--- src/rtl/crc_div_stage.sv ---
// One step of polynomial division: absorb one data bit into the remainder.
module crc_div_stage #(
  parameter int unsigned CRC_W = 8,
  parameter logic [CRC_W-1:0] POLY = 8'hD5
) (
  input  logic [CRC_W-1:0] rem_i,
  input  logic             bit_i,
  output logic [CRC_W-1:0] rem_o
);
  logic feedback;

  always_comb begin
    feedback = rem_i[CRC_W-1] ^ bit_i;
    rem_o    = {rem_i[CRC_W-2:0], 1'b0} ^ (feedback ? POLY : '0);
  end
endmodule

--- src/rtl/crc_remainder.sv ---
// Unrolled chain of division steps, most significant data bit first.
module crc_remainder #(
  parameter int unsigned DATA_W = 16,
  parameter int unsigned CRC_W  = 8,
  parameter logic [CRC_W-1:0] POLY = 8'hD5
) (
  input  logic [DATA_W-1:0] data_i,
  output logic [CRC_W-1:0]  crc_o
);
  logic [DATA_W:0][CRC_W-1:0] chain;

  assign chain[0] = '0;

  for (genvar g = 0; g < DATA_W; g++) begin : g_step
    crc_div_stage #(
      .CRC_W (CRC_W),
      .POLY  (POLY)
    ) u_stage (
      .rem_i (chain[g]),
      .bit_i (data_i[DATA_W-1-g]),
      .rem_o (chain[g+1])
    );
  end

  assign crc_o = chain[DATA_W];
endmodule

--- config.mk ---
export PLATFORM = sky130hd
export DESIGN_NAME = crc_remainder
export DESIGN_NICKNAME = d
export VERILOG_FILES = /design/src/rtl/crc_div_stage.sv /design/src/rtl/crc_remainder.sv
export SDC_FILE = /design/constraint.sdc
export NUM_CORES = 1
export LEC_CHECK = 0
export CAP_MARGIN = 5
export CORE_AREA = 3 3 40 42
export DETAILED_ROUTE_END_ITERATION = 10
export DIE_AREA = 0 0 43 45
export PLACE_DENSITY = 0.72
export RECOVER_POWER = 25
export SKIP_LAST_GASP = 1
export SLEW_MARGIN = 20
export SYNTH_ARGS = -nofsm -noshare
export SYNTH_HDL_FRONTEND = slang
export SYNTH_SLANG_ARGS = --single-unit
--- constraint.sdc ---
create_clock -name vclk -period 1.75
set_input_delay 0.2625 -clock vclk [all_inputs]
set_output_delay 0.2625 -clock vclk [all_outputs]
set_load 0.01 [all_outputs]
==> results of run 1 <==
-- stage by stage --
| stage | cells | hold WS [ns] | instance area, um^2 |
|---|---|---|---|
| CTS | 108 | 1.135 | 1181 |
| detailed placement | 98 | 1.824 | 879.6 |
| global placement | 98 | 1.828 | 879.6 |
| floorplan | 42 | 0.7497 | 493.0 |
-- logic make-up after synthesis --
kind of cell,after synthesis,synth area share (%)
buf+inv,2,3.379
xor+xnor,40,96.62
-- repair_timing --
action / 4_1_cts
pin swaps: 28
setup buffers: 10
setup endpoints to repair: 8
resized for setup: 123
==> impl_metrics.xml, run 1 <==
<?xml version="1.0" encoding="UTF-8"?>
<metrics>
  <group name="status">
    <metric name="run_status" unit="">aborted with a tool error</metric>
    <metric name="stop_stage" unit="">global routing (5_1_grt)</metric>
    <metric name="tool.error" unit="">[ERROR DPL-0033] detailed placement checks failed during check placement.</metric>
  </group>
  <group name="place">
    <metric name="place.detailed.hpwl" unit="um">959.1</metric>
    <metric name="routability_congestion_estimate_from_global_placement" unit="">0.7149</metric>
    <metric name="place.port_buffers" unit="">24</metric>
    <metric name="place_ws" unit="ns">-1.127</metric>
  </group>
  <group name="synthesis">
    <metric name="ys.warnings.count" unit="">0</metric>
    <metric name="postSynthNetCount" unit="">58</metric>
    <metric name="yosysUniqueCellTypes" unit="">6</metric>
    <metric name="syn-instance-count" unit="">42</metric>
    <metric name="synth.cells.most_frequent" unit="">xnor2_1 (27), xor2_1 (6), xnor2_2 (4)</metric>
    <metric name="synth_area_leader_cell" unit="">xnor2_1</metric>
    <metric name="synth_top_cells_by_area" unit="">xnor2_1 (53%), xnor2_2 (15%), xor2_1 (12%)</metric>
    <metric name="synth_top_cell_area_share" unit="%">53.24</metric>
    <metric name="synthesis.area" unit="um^2">444.2</metric>
    <metric name="synth.yosys.seq_area_share" unit="%">0</metric>
    <metric name="postSynthAreaPerCell" unit="um^2">10.58</metric>
    <metric name="synthMostInstantiatedCell" unit="">xnor2_1</metric>
  </group>
  <group name="sta">
    <metric name="worst_endpoint" unit="">crc_o[7]</metric>
    <metric name="endpoint_type" unit="">primary output</metric>
  </group>
  <group name="floorplanning">
    <metric name="num_rows" unit="">13</metric>
    <metric name="die-height" unit="um">45</metric>
    <metric name="floorplan.initialDensity" unit="%">34.57</metric>
    <metric name="fp.dieW" unit="um">43</metric>
    <metric name="ios" unit="">24</metric>
  </group>
  <group name="clock_tree">
    <metric name="holdBufCountCts" unit="">0</metric>
  </group>
  <group name="global_route">
    <metric name="grt_max_degree" unit="">4</metric>
    <metric name="grt_antenna_before_repair" unit="">0</metric>
  </group>
</metrics>
==> run 2, diff against run 1 <==
--- a/config.mk
+++ b/config.mk
@@ -6,10 +6,10 @@
 export NUM_CORES = 1
 export LEC_CHECK = 0
 export CAP_MARGIN = 5
-export CORE_AREA = 3 3 40 42
+export CORE_AREA = 3 3 64 66
 export DETAILED_ROUTE_END_ITERATION = 10
-export DIE_AREA = 0 0 43 45
-export PLACE_DENSITY = 0.72
+export DIE_AREA = 0 0 67 69
+export PLACE_DENSITY_LB_ADDON = 0.15
 export RECOVER_POWER = 25
 export SKIP_LAST_GASP = 1
 export SLEW_MARGIN = 20
==> constraint.sdc (replaced) <==
create_clock -name vclk -period 2.3
set_input_delay 0.345 -clock vclk [all_inputs]
set_output_delay 0.345 -clock vclk [all_outputs]
set_load 0.01 [all_outputs]
==> run 2 against run 1 <==
- the run now ends clean
- area after synthesis stayed put
- synthesized cell count stayed put
==> impl_metrics.xml, run 2 <==
<?xml version="1.0" encoding="UTF-8"?>
<metrics>
  <group name="status">
    <metric name="run_status" unit="">finished clean</metric>
  </group>
  <group name="place">
    <metric name="place_ws" unit="ns">-0.6726</metric>
    <metric name="place.port_buffers" unit="">24</metric>
    <metric name="routability_congestion_estimate_from_global_placement" unit="">0.6365</metric>
    <metric name="post_dp_cell_area" unit="um^2">909.6</metric>
    <metric name="place.detailed.hpwl" unit="mm">1.098</metric>
    <metric name="place.detailed.instances" unit="">136</metric>
  </group>
  <group name="sta">
    <metric name="max_freq" unit="MHz">450.1</metric>
    <metric name="finalHoldViolations" unit="">0</metric>
    <metric name="timing.hold.ws" unit="ns">1.243</metric>
    <metric name="report.final.setup_viol" unit="">0</metric>
    <metric name="worst_pin_slew" unit="ns">0.3958</metric>
    <metric name="final-max-slew-violation-count" unit="">0</metric>
    <metric name="tns" unit="ns">0</metric>
    <metric name="fin_crit_sh" unit="%">96.60</metric>
    <metric name="period_minus_slack" unit="ns">2.222</metric>
    <metric name="post-route-worst-setup-slack" unit="ns">0.07811</metric>
    <metric name="grt_setup_unrepaired" unit="">false</metric>
    <metric name="max-slew-margin-rel" unit="%">73.43</metric>
  </group>
  <group name="cells_and_area">
    <metric name="ff_latch_area" unit="um^2">0</metric>
    <metric name="final_core_utilization" unit="%">28.89</metric>
    <metric name="finalNetCount" unit="">109</metric>
    <metric name="most_common_cell_after_layout_fill_and_taps_aside" unit="">buf_4</metric>
    <metric name="clock_buffer_count" unit="">0</metric>
    <metric name="finish.instance_area" unit="um^2">1050</metric>
    <metric name="seq_cells" unit="">0</metric>
    <metric name="area_taken_by_multi_input_logic_gates" unit="um^2">609.3</metric>
    <metric name="commonest_cells_after_routing_fill_and_taps_aside" unit="">buf_4 (25), xnor2_2 (15), xnor2_1 (12), clkbuf_2 (7), dlygate4sd2_1 (6)</metric>
    <metric name="syn_to_final_growth" unit="%">136.3</metric>
    <metric name="antenna_diode_count" unit="">0</metric>
    <metric name="fraction_of_final_layout_cells_with_drive_strength_greater_than_1" unit="%">71.43</metric>
    <metric name="final_cells" unit="">139</metric>
    <metric name="layout.filler_cells" unit="">398</metric>
  </group>
  <group name="setup_path">
    <metric name="arrival" unit="ns">1.88</metric>
    <metric name="critical_path_required" unit="ns">1.96</metric>
    <metric name="cp-end-kind" unit="">primary output</metric>
    <metric name="startpoint_type" unit="">primary input</metric>
    <metric name="crit_slowest_cell" unit="">xnor3_2</metric>
    <metric name="crit_chain" unit="">dlygate4sd2_1 -&gt; xnor2_2 -&gt; buf_4 -&gt; xnor3_2 -&gt; xnor2_2 -&gt; xnor2_1 -&gt; buf_2</metric>
    <metric name="cp_common_cell" unit="">xnor2_2</metric>
    <metric name="setup.worst_path.class" unit="">primary input to primary output</metric>
    <metric name="worst_path_max_stage_delay" unit="ns">0.45</metric>
    <metric name="top_fanout_value_on_the_critical_path" unit="">2</metric>
  </group>
  <group name="synthesis">
    <metric name="synth.cells.most_frequent" unit="">xnor2_1 (27), xor2_1 (6), xnor2_2 (4)</metric>
    <metric name="synth_top_cells_by_area" unit="">xnor2_1 (53%), xnor2_2 (15%), xor2_1 (12%)</metric>
    <metric name="ys.warnings.count" unit="">0</metric>
    <metric name="yosysUniqueCellTypes" unit="">6</metric>
    <metric name="synth_area_leader_cell" unit="">xnor2_1</metric>
    <metric name="synth_top_cell_area_share" unit="%">53.24</metric>
    <metric name="synthesis.area" unit="um^2">444.2</metric>
    <metric name="postSynthAreaPerCell" unit="um^2">10.58</metric>
    <metric name="syn-instance-count" unit="">42</metric>
    <metric name="synth.yosys.seq_area_share" unit="%">0</metric>
    <metric name="postSynthNetCount" unit="">58</metric>
    <metric name="synthMostInstantiatedCell" unit="">xnor2_1</metric>
  </group>
  <group name="global_route">
    <metric name="grt_first_pass_wirelength" unit="mm">1.863</metric>
    <metric name="grt_util_all_layers" unit="%">4.897</metric>
    <metric name="grt.overflow.total" unit="">0</metric>
    <metric name="vias_in_the_first_global_route" unit="">422</metric>
    <metric name="grt_max_degree" unit="">4</metric>
    <metric name="grt_antenna_before_repair" unit="">0</metric>
  </group>
  <group name="pwr">
    <metric name="static-leakage-power" unit="nW">0.4899</metric>
    <metric name="ir_drop" unit="uV">132.7</metric>
    <metric name="total_power_draw" unit="uW">769.1</metric>
    <metric name="power_density" unit="nW/um^2">732.6</metric>
  </group>
  <group name="min_path">
    <metric name="worst_hold_path_type" unit="">primary input to primary output</metric>
  </group>
  <group name="drt">
    <metric name="dr.first_iter.drc_count" unit="">7</metric>
    <metric name="avgViaCountPerCell" unit="">3.036</metric>
    <metric name="wl" unit="mm">1.185</metric>
    <metric name="detail_route.wl_per_cell" unit="um">8.525</metric>
    <metric name="remaining_drc_errors" unit="">0</metric>
    <metric name="final_antenna_net_count" unit="">0</metric>
    <metric name="via_count" unit="">422</metric>
    <metric name="drt-pass1-iter-count" unit="">4</metric>
  </group>
  <group name="clock_tree">
    <metric name="holdBufCountCts" unit="">0</metric>
  </group>
  <group name="floorplanning">
    <metric name="ios" unit="">24</metric>
    <metric name="design.core.area" unit="um^2">3633</metric>
    <metric name="num_rows" unit="">22</metric>
    <metric name="fp.dieW" unit="um">67</metric>
    <metric name="die_area" unit="um^2">4623</metric>
    <metric name="floorplan.initialDensity" unit="%">12.22</metric>
    <metric name="die-height" unit="um">69</metric>
  </group>
  <group name="job">
    <metric name="max_cap_viol_count" unit="">0</metric>
  </group>
</metrics>
[run 2: cell counts after synthesis]
No cell type changed its count.
[run 2: final timing paths]
kind	start	endpoint	slack [ns]	cells after the start
setup / recovery	data_i[13]	crc_o[7]	0.08	7
hold / removal	data_i[1]	crc_o[7]	1.24	5
[run 2: what timing repair did]
| item | in CTS | in global routing |
|---|---|---|
| endpoints found under the setup margin | 8 | 6 |
| pin swaps | 13 | 12 |
| gates resized for setup | 56 | 24 |
| setup buffers | 2 | 1 |
[run 2: area by class of cell]
type	count	share of cell area, %
Multi-Input combinational cell	40	58.05
Tap cell	48	5.721
Timing Repair Buffer	51	36.23
[run 2: per-layer routing]
| metal | part of all wire [%] | GRT usage (%) |
|---|---|---|
| met1 | 39 | 6.541 |
| met2 | 50 | 8.843 |
| met3 | 10 | 0.4886 |
| met5 | 0 | 0 |
| met4 | 0 | 0 |
[run 2: kinds of logic (layout without fill, tap and decap cells)]
group	after synthesis	in the layout	share of synthesized area (%)
XOR/XNOR	40	40	96.62
buffers and inverters	2	51	3.379
[run 2: critical path, delay by kind of cell]
family	cells	cell delay (ns)
xor gates and xnor gates	4	0.95
buffers and inverters	3	0.58
[run 2: power by group]
part,internal [mW],switching [mW]
logic,0.456,0.313
clock network,0,0
registers,0,0
No activity file was read; power rests on OpenSTA's default activity.
==> run 3, diff against run 2 <==
--- a/config.mk
+++ b/config.mk
@@ -5,7 +5,7 @@
 export SDC_FILE = /design/constraint.sdc
 export NUM_CORES = 1
 export LEC_CHECK = 0
-export CAP_MARGIN = 5
+export CAP_MARGIN = 15
 export CORE_AREA = 3 3 64 66
 export DETAILED_ROUTE_END_ITERATION = 10
 export DIE_AREA = 0 0 67 69
==> constraint.sdc (replaced) <==
create_clock -name vclk -period 2.3
set_input_delay 0.345 -clock vclk [all_inputs]
set_output_delay 0.345 -clock vclk [all_outputs]
set_load 0.005 [all_outputs]
==> run 3 against run 2 <==
- sequential cell count unchanged
- total power increased by 3.4%
- cell area increased by 8.6%
- worst hold slack improved by 0.038 ns
- first-iteration DRC count decreased by 86%
- count of clock-buffer cells in the layout unchanged
- critical path depth unchanged
- maximum frequency decreased by 2.9%
- sequential share of layout area unchanged
- final cell count increased by 0.72%
- non-clock buffer count increased by 1
- die area unchanged
- critical endpoint is now crc_o[3]
==> impl_metrics.xml, run 3 (same netlist as run 2, synthesis figures left out) <==
<?xml version="1.0" encoding="UTF-8"?>
<metrics>
  <group name="cells_and_area">
    <metric name="layout.filler_cells" unit="">398</metric>
    <metric name="finish.instance_area" unit="um^2">1140</metric>
    <metric name="seq_cells" unit="">0</metric>
    <metric name="finalNetCount" unit="">110</metric>
    <metric name="syn_to_final_growth" unit="%">156.6</metric>
    <metric name="most_common_cell_after_layout_fill_and_taps_aside" unit="">buf_4</metric>
    <metric name="clock_buffer_count" unit="">0</metric>
    <metric name="commonest_cells_after_routing_fill_and_taps_aside" unit="">buf_4 (23), xnor2_2 (13), xnor2_1 (11), xnor2_4 (8)</metric>
    <metric name="ff_latch_area" unit="um^2">0</metric>
    <metric name="antenna_diode_count" unit="">0</metric>
    <metric name="final_core_utilization" unit="%">31.37</metric>
    <metric name="fraction_of_final_layout_cells_with_drive_strength_greater_than_1" unit="%">70.65</metric>
  </group>
  <group name="status">
    <metric name="run_status" unit="">finished clean</metric>
  </group>
  <group name="floorplanning">
    <metric name="die_area" unit="um^2">4623</metric>
    <metric name="fp.dieW" unit="um">67</metric>
    <metric name="design.core.area" unit="um^2">3633</metric>
    <metric name="floorplan.initialDensity" unit="%">12.22</metric>
    <metric name="num_rows" unit="">22</metric>
    <metric name="ios" unit="">24</metric>
    <metric name="die-height" unit="um">69</metric>
  </group>
  <group name="setup_path">
    <metric name="worstSetupStartpoint" unit="">data_i[15]</metric>
    <metric name="arrival" unit="ns">1.94</metric>
    <metric name="top_fanout_value_on_the_critical_path" unit="">2</metric>
    <metric name="crit_chain" unit="">clkdlybuf4s50_1 -&gt; xor2_2 -&gt; xnor2_2 -&gt; xnor2_1 -&gt; xnor2_1 -&gt; xnor2_1 -&gt; clkdlybuf4s15_1</metric>
    <metric name="cp_common_cell" unit="">xnor2_1</metric>
    <metric name="critical_path_required" unit="ns">1.96</metric>
    <metric name="setup.worst_path.class" unit="">primary input to primary output</metric>
    <metric name="worst_path_max_stage_delay" unit="ns">0.50</metric>
    <metric name="crit_slowest_cell" unit="">clkdlybuf4s50_1</metric>
    <metric name="cp-end-kind" unit="">primary output</metric>
    <metric name="startpoint_type" unit="">primary input</metric>
    <metric name="critical_path.top_delay_family" unit="">XOR/XNOR gates</metric>
    <metric name="timing.critical_path.buf_inv" unit="">2</metric>
  </group>
  <group name="min_path">
    <metric name="worst_hold_path_type" unit="">primary input to primary output</metric>
    <metric name="hold_path.startpoint" unit="">data_i[1]</metric>
  </group>
  <group name="sta">
    <metric name="final-max-slew-violation-count" unit="">0</metric>
    <metric name="fin_crit_sh" unit="%">99.48</metric>
    <metric name="max-slew-margin-rel" unit="%">81.18</metric>
    <metric name="report.final.setup_viol" unit="">0</metric>
    <metric name="timing.hold.ws" unit="ns">1.281</metric>
    <metric name="finalHoldViolations" unit="">0</metric>
    <metric name="worst_pin_slew" unit="ns">0.2809</metric>
    <metric name="period_minus_slack" unit="ns">2.288</metric>
    <metric name="max_freq" unit="MHz">437.1</metric>
    <metric name="grt_setup_unrepaired" unit="">true</metric>
  </group>
  <group name="drt">
    <metric name="via_count" unit="">435</metric>
    <metric name="remaining_drc_errors" unit="">0</metric>
    <metric name="avgViaCountPerCell" unit="">3.107</metric>
    <metric name="wl" unit="mm">1.281</metric>
    <metric name="dr.first_iter.drc_count" unit="">1</metric>
    <metric name="final_antenna_net_count" unit="">0</metric>
    <metric name="detail_route.wl_per_cell" unit="um">9.150</metric>
    <metric name="drt-pass1-iter-count" unit="">2</metric>
  </group>
  <group name="pwr">
    <metric name="portion_of_total_power_attributed_to_combinational_logic" unit="%">100.0</metric>
    <metric name="power_density" unit="nW/um^2">697.4</metric>
    <metric name="internal-power" unit="uW">510.9</metric>
    <metric name="power_frac_seq" unit="%">0</metric>
    <metric name="switching_power_total" unit="uW">284.0</metric>
    <metric name="static-leakage-power" unit="nW">0.5099</metric>
    <metric name="power.share.switching" unit="%">35.73</metric>
    <metric name="clk_pwr_share" unit="%">0</metric>
    <metric name="ir_drop" unit="uV">177.3</metric>
  </group>
  <group name="place">
    <metric name="post_dp_cell_area" unit="um^2">909.6</metric>
    <metric name="routability_congestion_estimate_from_global_placement" unit="">0.6364</metric>
    <metric name="place.port_buffers" unit="">24</metric>
    <metric name="place.detailed.hpwl" unit="mm">1.098</metric>
  </group>
  <group name="job">
    <metric name="max_cap_viol_count" unit="">0</metric>
  </group>
  <group name="global_route">
    <metric name="grt.overflow.total" unit="">0</metric>
    <metric name="grt_antenna_before_repair" unit="">0</metric>
    <metric name="vias_in_the_first_global_route" unit="">450</metric>
    <metric name="grt_max_degree" unit="">4</metric>
    <metric name="grt_util_all_layers" unit="%">5.327</metric>
    <metric name="grt_first_pass_wirelength" unit="mm">2.001</metric>
  </group>
  <group name="clock_tree">
    <metric name="holdBufCountCts" unit="">0</metric>
  </group>
</metrics>
run 3: cell count changes in the layout (fill, tap and decap cells not counted), moves of 2 or more:
cell	delta
buf_4	-2
xnor2_2	-2
buf_6	+5
xnor2_4	+3
clkbuf_2	-2
clkdlybuf4s15_1	+3
run 3: final cells by class:
class / instances / area, um^2 / area share (%)
Timing Repair Buffer: 52 / 417.9 / 36.66
Tap cell: 48 / 60.06 / 5.269
Multi-Input combinational cell: 40 / 661.9 / 58.07
run 3: final timing paths:
kind / end / slack, ns / cells after the start
max: crc_o[3] / 0.01 / 7
min: crc_o[7] / 1.28 / 5
run 3: what timing repair did:
action,in CTS,in global routing
endpoints found under the setup margin,8,5
resized for setup,64,25
pin swaps,21,12
setup buffers,6,2
endpoints found under the hold margin,0,0
run 3: power by group through the flow:
stage / sequential [mW] / clock [mW] / combinational [mW]
2_1_floorplan: 0 / 0 / 0.338
3_3_place_gp: 0 / 0 / 0.717
3_5_place_dp: 0 / 0 / 0.721
4_1_cts: 0 / 0 / 0.791
5_1_grt: 0 / 0 / 0.851
6_report: 0 / 0 / 0.795
run 3: metrics by stage:
stage                     instances  power (mW)  TNS [ns]  setup WS (ns)
after global placement          136      0.7173    -4.231        -0.6150
after detailed placement        136      0.7214    -4.382        -0.6377
after CTS                       141      0.7905         0      0.0001379
final                           140      0.7950         0        0.01196
after floorplan                  42      0.3385         0         0.3394
after global routing            140      0.8512  -0.06860       -0.06860
run 3: layer usage:
metal | vias up | track usage [%] | part of all wire [%]
li1 | 228 | - | -
met1 | 191 | 6.958 | 38
met2 | 16 | 9.825 | 53
met3 | 0 | 0.4886 | 8.7
met4 | 0 | 0 | 0
met5 | - | 0 | 0
==> run 4, diff against run 3 <==
--- a/config.mk
+++ b/config.mk
@@ -6,9 +6,9 @@
 export NUM_CORES = 1
 export LEC_CHECK = 0
 export CAP_MARGIN = 15
-export CORE_AREA = 3 3 64 66
+export CORE_AREA = 4 4 65 67
 export DETAILED_ROUTE_END_ITERATION = 10
-export DIE_AREA = 0 0 67 69
+export DIE_AREA = 0 0 69 71
 export PLACE_DENSITY_LB_ADDON = 0.15
 export RECOVER_POWER = 25
 export SKIP_LAST_GASP = 1
==> run 4 against run 3 <==
- final cell count is 2.9% higher
- critical path depth is 1 higher
- first-iteration DRC count grew to 4.0 times the previous value
- critical path type unchanged
- largest cell class unchanged
- critical endpoint is now crc_o[7]
- sequential share of layout area stayed put
- worst hold slack worse by 0.058 ns
- non-clock buffer count is 4 higher
==> impl_metrics.xml, run 4 (same netlist as run 2, synthesis figures left out) <==
<?xml version="1.0" encoding="UTF-8"?>
<metrics>
  <group name="cells_and_area">
    <metric name="ff_latch_area" unit="um^2">0</metric>
    <metric name="fraction_of_final_layout_cells_with_drive_strength_greater_than_1" unit="%">75.00</metric>
    <metric name="clock_buffer_count" unit="">0</metric>
    <metric name="finalNetCount" unit="">114</metric>
    <metric name="seq_cells" unit="">0</metric>
    <metric name="most_common_cell_after_layout_fill_and_taps_aside" unit="">buf_4</metric>
    <metric name="syn_to_final_growth" unit="%">158.0</metric>
    <metric name="finish.instance_area" unit="um^2">1146</metric>
    <metric name="antenna_diode_count" unit="">0</metric>
    <metric name="commonest_cells_after_routing_fill_and_taps_aside" unit="">buf_4 (27), xnor2_2 (19), dlygate4sd2_1 (9), xnor2_1 (8), clkbuf_2 (7)</metric>
  </group>
  <group name="global_route">
    <metric name="grt_util_all_layers" unit="%">4.777</metric>
    <metric name="grt_antenna_before_repair" unit="">0</metric>
    <metric name="vias_in_the_first_global_route" unit="">430</metric>
    <metric name="grt_first_pass_wirelength" unit="mm">1.959</metric>
    <metric name="grt_max_degree" unit="">4</metric>
    <metric name="grt.overflow.total" unit="">0</metric>
  </group>
  <group name="place">
    <metric name="post_dp_cell_area" unit="um^2">894.6</metric>
    <metric name="place.detailed.hpwl" unit="mm">1.084</metric>
    <metric name="routability_congestion_estimate_from_global_placement" unit="">0.6328</metric>
    <metric name="place_ws" unit="ns">-0.6214</metric>
    <metric name="place.port_buffers" unit="">24</metric>
  </group>
  <group name="floorplanning">
    <metric name="floorplan.initialDensity" unit="%">12.22</metric>
    <metric name="design.core.area" unit="um^2">3633</metric>
    <metric name="num_rows" unit="">22</metric>
    <metric name="die-height" unit="um">71</metric>
    <metric name="fp.dieW" unit="um">69</metric>
    <metric name="ios" unit="">24</metric>
    <metric name="die_area" unit="um^2">4899</metric>
  </group>
  <group name="pwr">
    <metric name="power_density" unit="nW/um^2">704.8</metric>
    <metric name="power.share.switching" unit="%">35.10</metric>
    <metric name="portion_of_total_power_attributed_to_combinational_logic" unit="%">100.0</metric>
    <metric name="total_power_draw" unit="uW">807.8</metric>
    <metric name="switching_power_total" unit="uW">283.5</metric>
    <metric name="internal-power" unit="uW">524.2</metric>
    <metric name="power_frac_seq" unit="%">0</metric>
    <metric name="clk_pwr_share" unit="%">0</metric>
    <metric name="static-leakage-power" unit="nW">0.5388</metric>
    <metric name="ir_drop" unit="uV">166.8</metric>
  </group>
  <group name="drt">
    <metric name="remaining_drc_errors" unit="">0</metric>
    <metric name="drt-pass1-iter-count" unit="">2</metric>
    <metric name="wl" unit="mm">1.278</metric>
    <metric name="avgViaCountPerCell" unit="">3.056</metric>
    <metric name="via_count" unit="">440</metric>
    <metric name="detail_route.wl_per_cell" unit="um">8.875</metric>
    <metric name="dr.first_iter.drc_count" unit="">4</metric>
    <metric name="final_antenna_net_count" unit="">0</metric>
  </group>
  <group name="status">
    <metric name="run_status" unit="">finished clean</metric>
  </group>
  <group name="sta">
    <metric name="max_freq" unit="MHz">442.7</metric>
    <metric name="worst_pin_slew" unit="ns">0.2893</metric>
    <metric name="tns" unit="ns">0</metric>
    <metric name="post-route-worst-setup-slack" unit="ns">0.04127</metric>
    <metric name="max-slew-margin-rel" unit="%">80.62</metric>
    <metric name="fin_crit_sh" unit="%">98.21</metric>
    <metric name="final-max-slew-violation-count" unit="">0</metric>
    <metric name="grt_setup_unrepaired" unit="">true</metric>
    <metric name="finalHoldViolations" unit="">0</metric>
    <metric name="period_minus_slack" unit="ns">2.259</metric>
    <metric name="report.final.setup_viol" unit="">0</metric>
  </group>
  <group name="setup_path">
    <metric name="arrival" unit="ns">1.91</metric>
    <metric name="startpoint_type" unit="">primary input</metric>
    <metric name="crit_slowest_cell" unit="">xnor3_2</metric>
    <metric name="crit_chain" unit="">clkbuf_2 -&gt; xnor2_4 -&gt; xnor2_4 -&gt; xnor3_2 -&gt; xnor2_2 -&gt; buf_4 -&gt; xnor2_2 -&gt; buf_2</metric>
    <metric name="top_fanout_value_on_the_critical_path" unit="">2</metric>
    <metric name="setup.worst_path.class" unit="">primary input to primary output</metric>
    <metric name="cp-end-kind" unit="">primary output</metric>
    <metric name="worst_path_max_stage_delay" unit="ns">0.48</metric>
    <metric name="critical_path.top_delay_family" unit="">XOR/XNOR gates</metric>
    <metric name="critical_path_required" unit="ns">1.96</metric>
    <metric name="timing.critical_path.buf_inv" unit="">3</metric>
  </group>
  <group name="min_path">
    <metric name="worst_hold_path_type" unit="">primary input to primary output</metric>
  </group>
  <group name="job">
    <metric name="max_cap_viol_count" unit="">0</metric>
  </group>
</metrics>
==> run 4: cell type report <==
class | count | area [um^2]
fill | 390 | 2487
multi-input combinational | 40 | 650.6
timing repair buffer | 56 | 435.4
tap | 48 | 60.06
==> run 4: path summary, 6_finish.rpt <==
kind	slack [ns]	startpoint	depth (start not counted)	end
hold / removal	1.22	data_i[1]	5	crc_o[7]
setup / recovery	0.04	data_i[8]	8	crc_o[7]
==> run 4: repair_timing <==
item                                   4_1_cts  5_1_grt
hold buffers                                 0        0
pin swaps                                   22       12
setup endpoints to repair                    8        5
resized for setup                           55       24
setup buffers                                8        3
endpoints found under the hold margin        0        0
==> run 4: stage by stage <==
| step | hold WS (ns) | cells | util (%) |
|---|---|---|---|
| after floorplan | 0.8709 | 42 | - |
| after global placement | 1.980 | 134 | 24.62 |
| after detailed placement | 1.978 | 134 | 24.62 |
| after CTS | 1.535 | 141 | 30.48 |
| after global routing | 1.267 | 144 | 31.54 |
| final | 1.223 | 144 | 31.54 |
==> run 4: metal layers <==
| layer | GRT usage [%] | up-vias | wire length, um |
|---|---|---|---|
| li1 | - | 234 | - |
| met1 | 6.002 | 191 | 522 |
| met2 | 9.004 | 15 | 692 |
| met3 | 0.8523 | 0 | 63 |
| met4 | 0 | 0 | 0 |
| met5 | 0 | - | 0 |
==> run 4: power by group through the flow <==
stage	combinational, mW	clock, mW	sequential (mW)
2_1_floorplan	0.338	0	0
3_3_place_gp	0.715	0	0
3_5_place_dp	0.715	0	0
4_1_cts	0.765	0	0
5_1_grt	0.867	0	0
6_report	0.808	0	0
==> run 4: worst min-delay path: cells and delay by family <==
| family | cells | cell delay [ns] |
|---|---|---|
| buffers and inverters | 3 | 0.34 |
| xor gates and xnor gates | 2 | 0.19 |
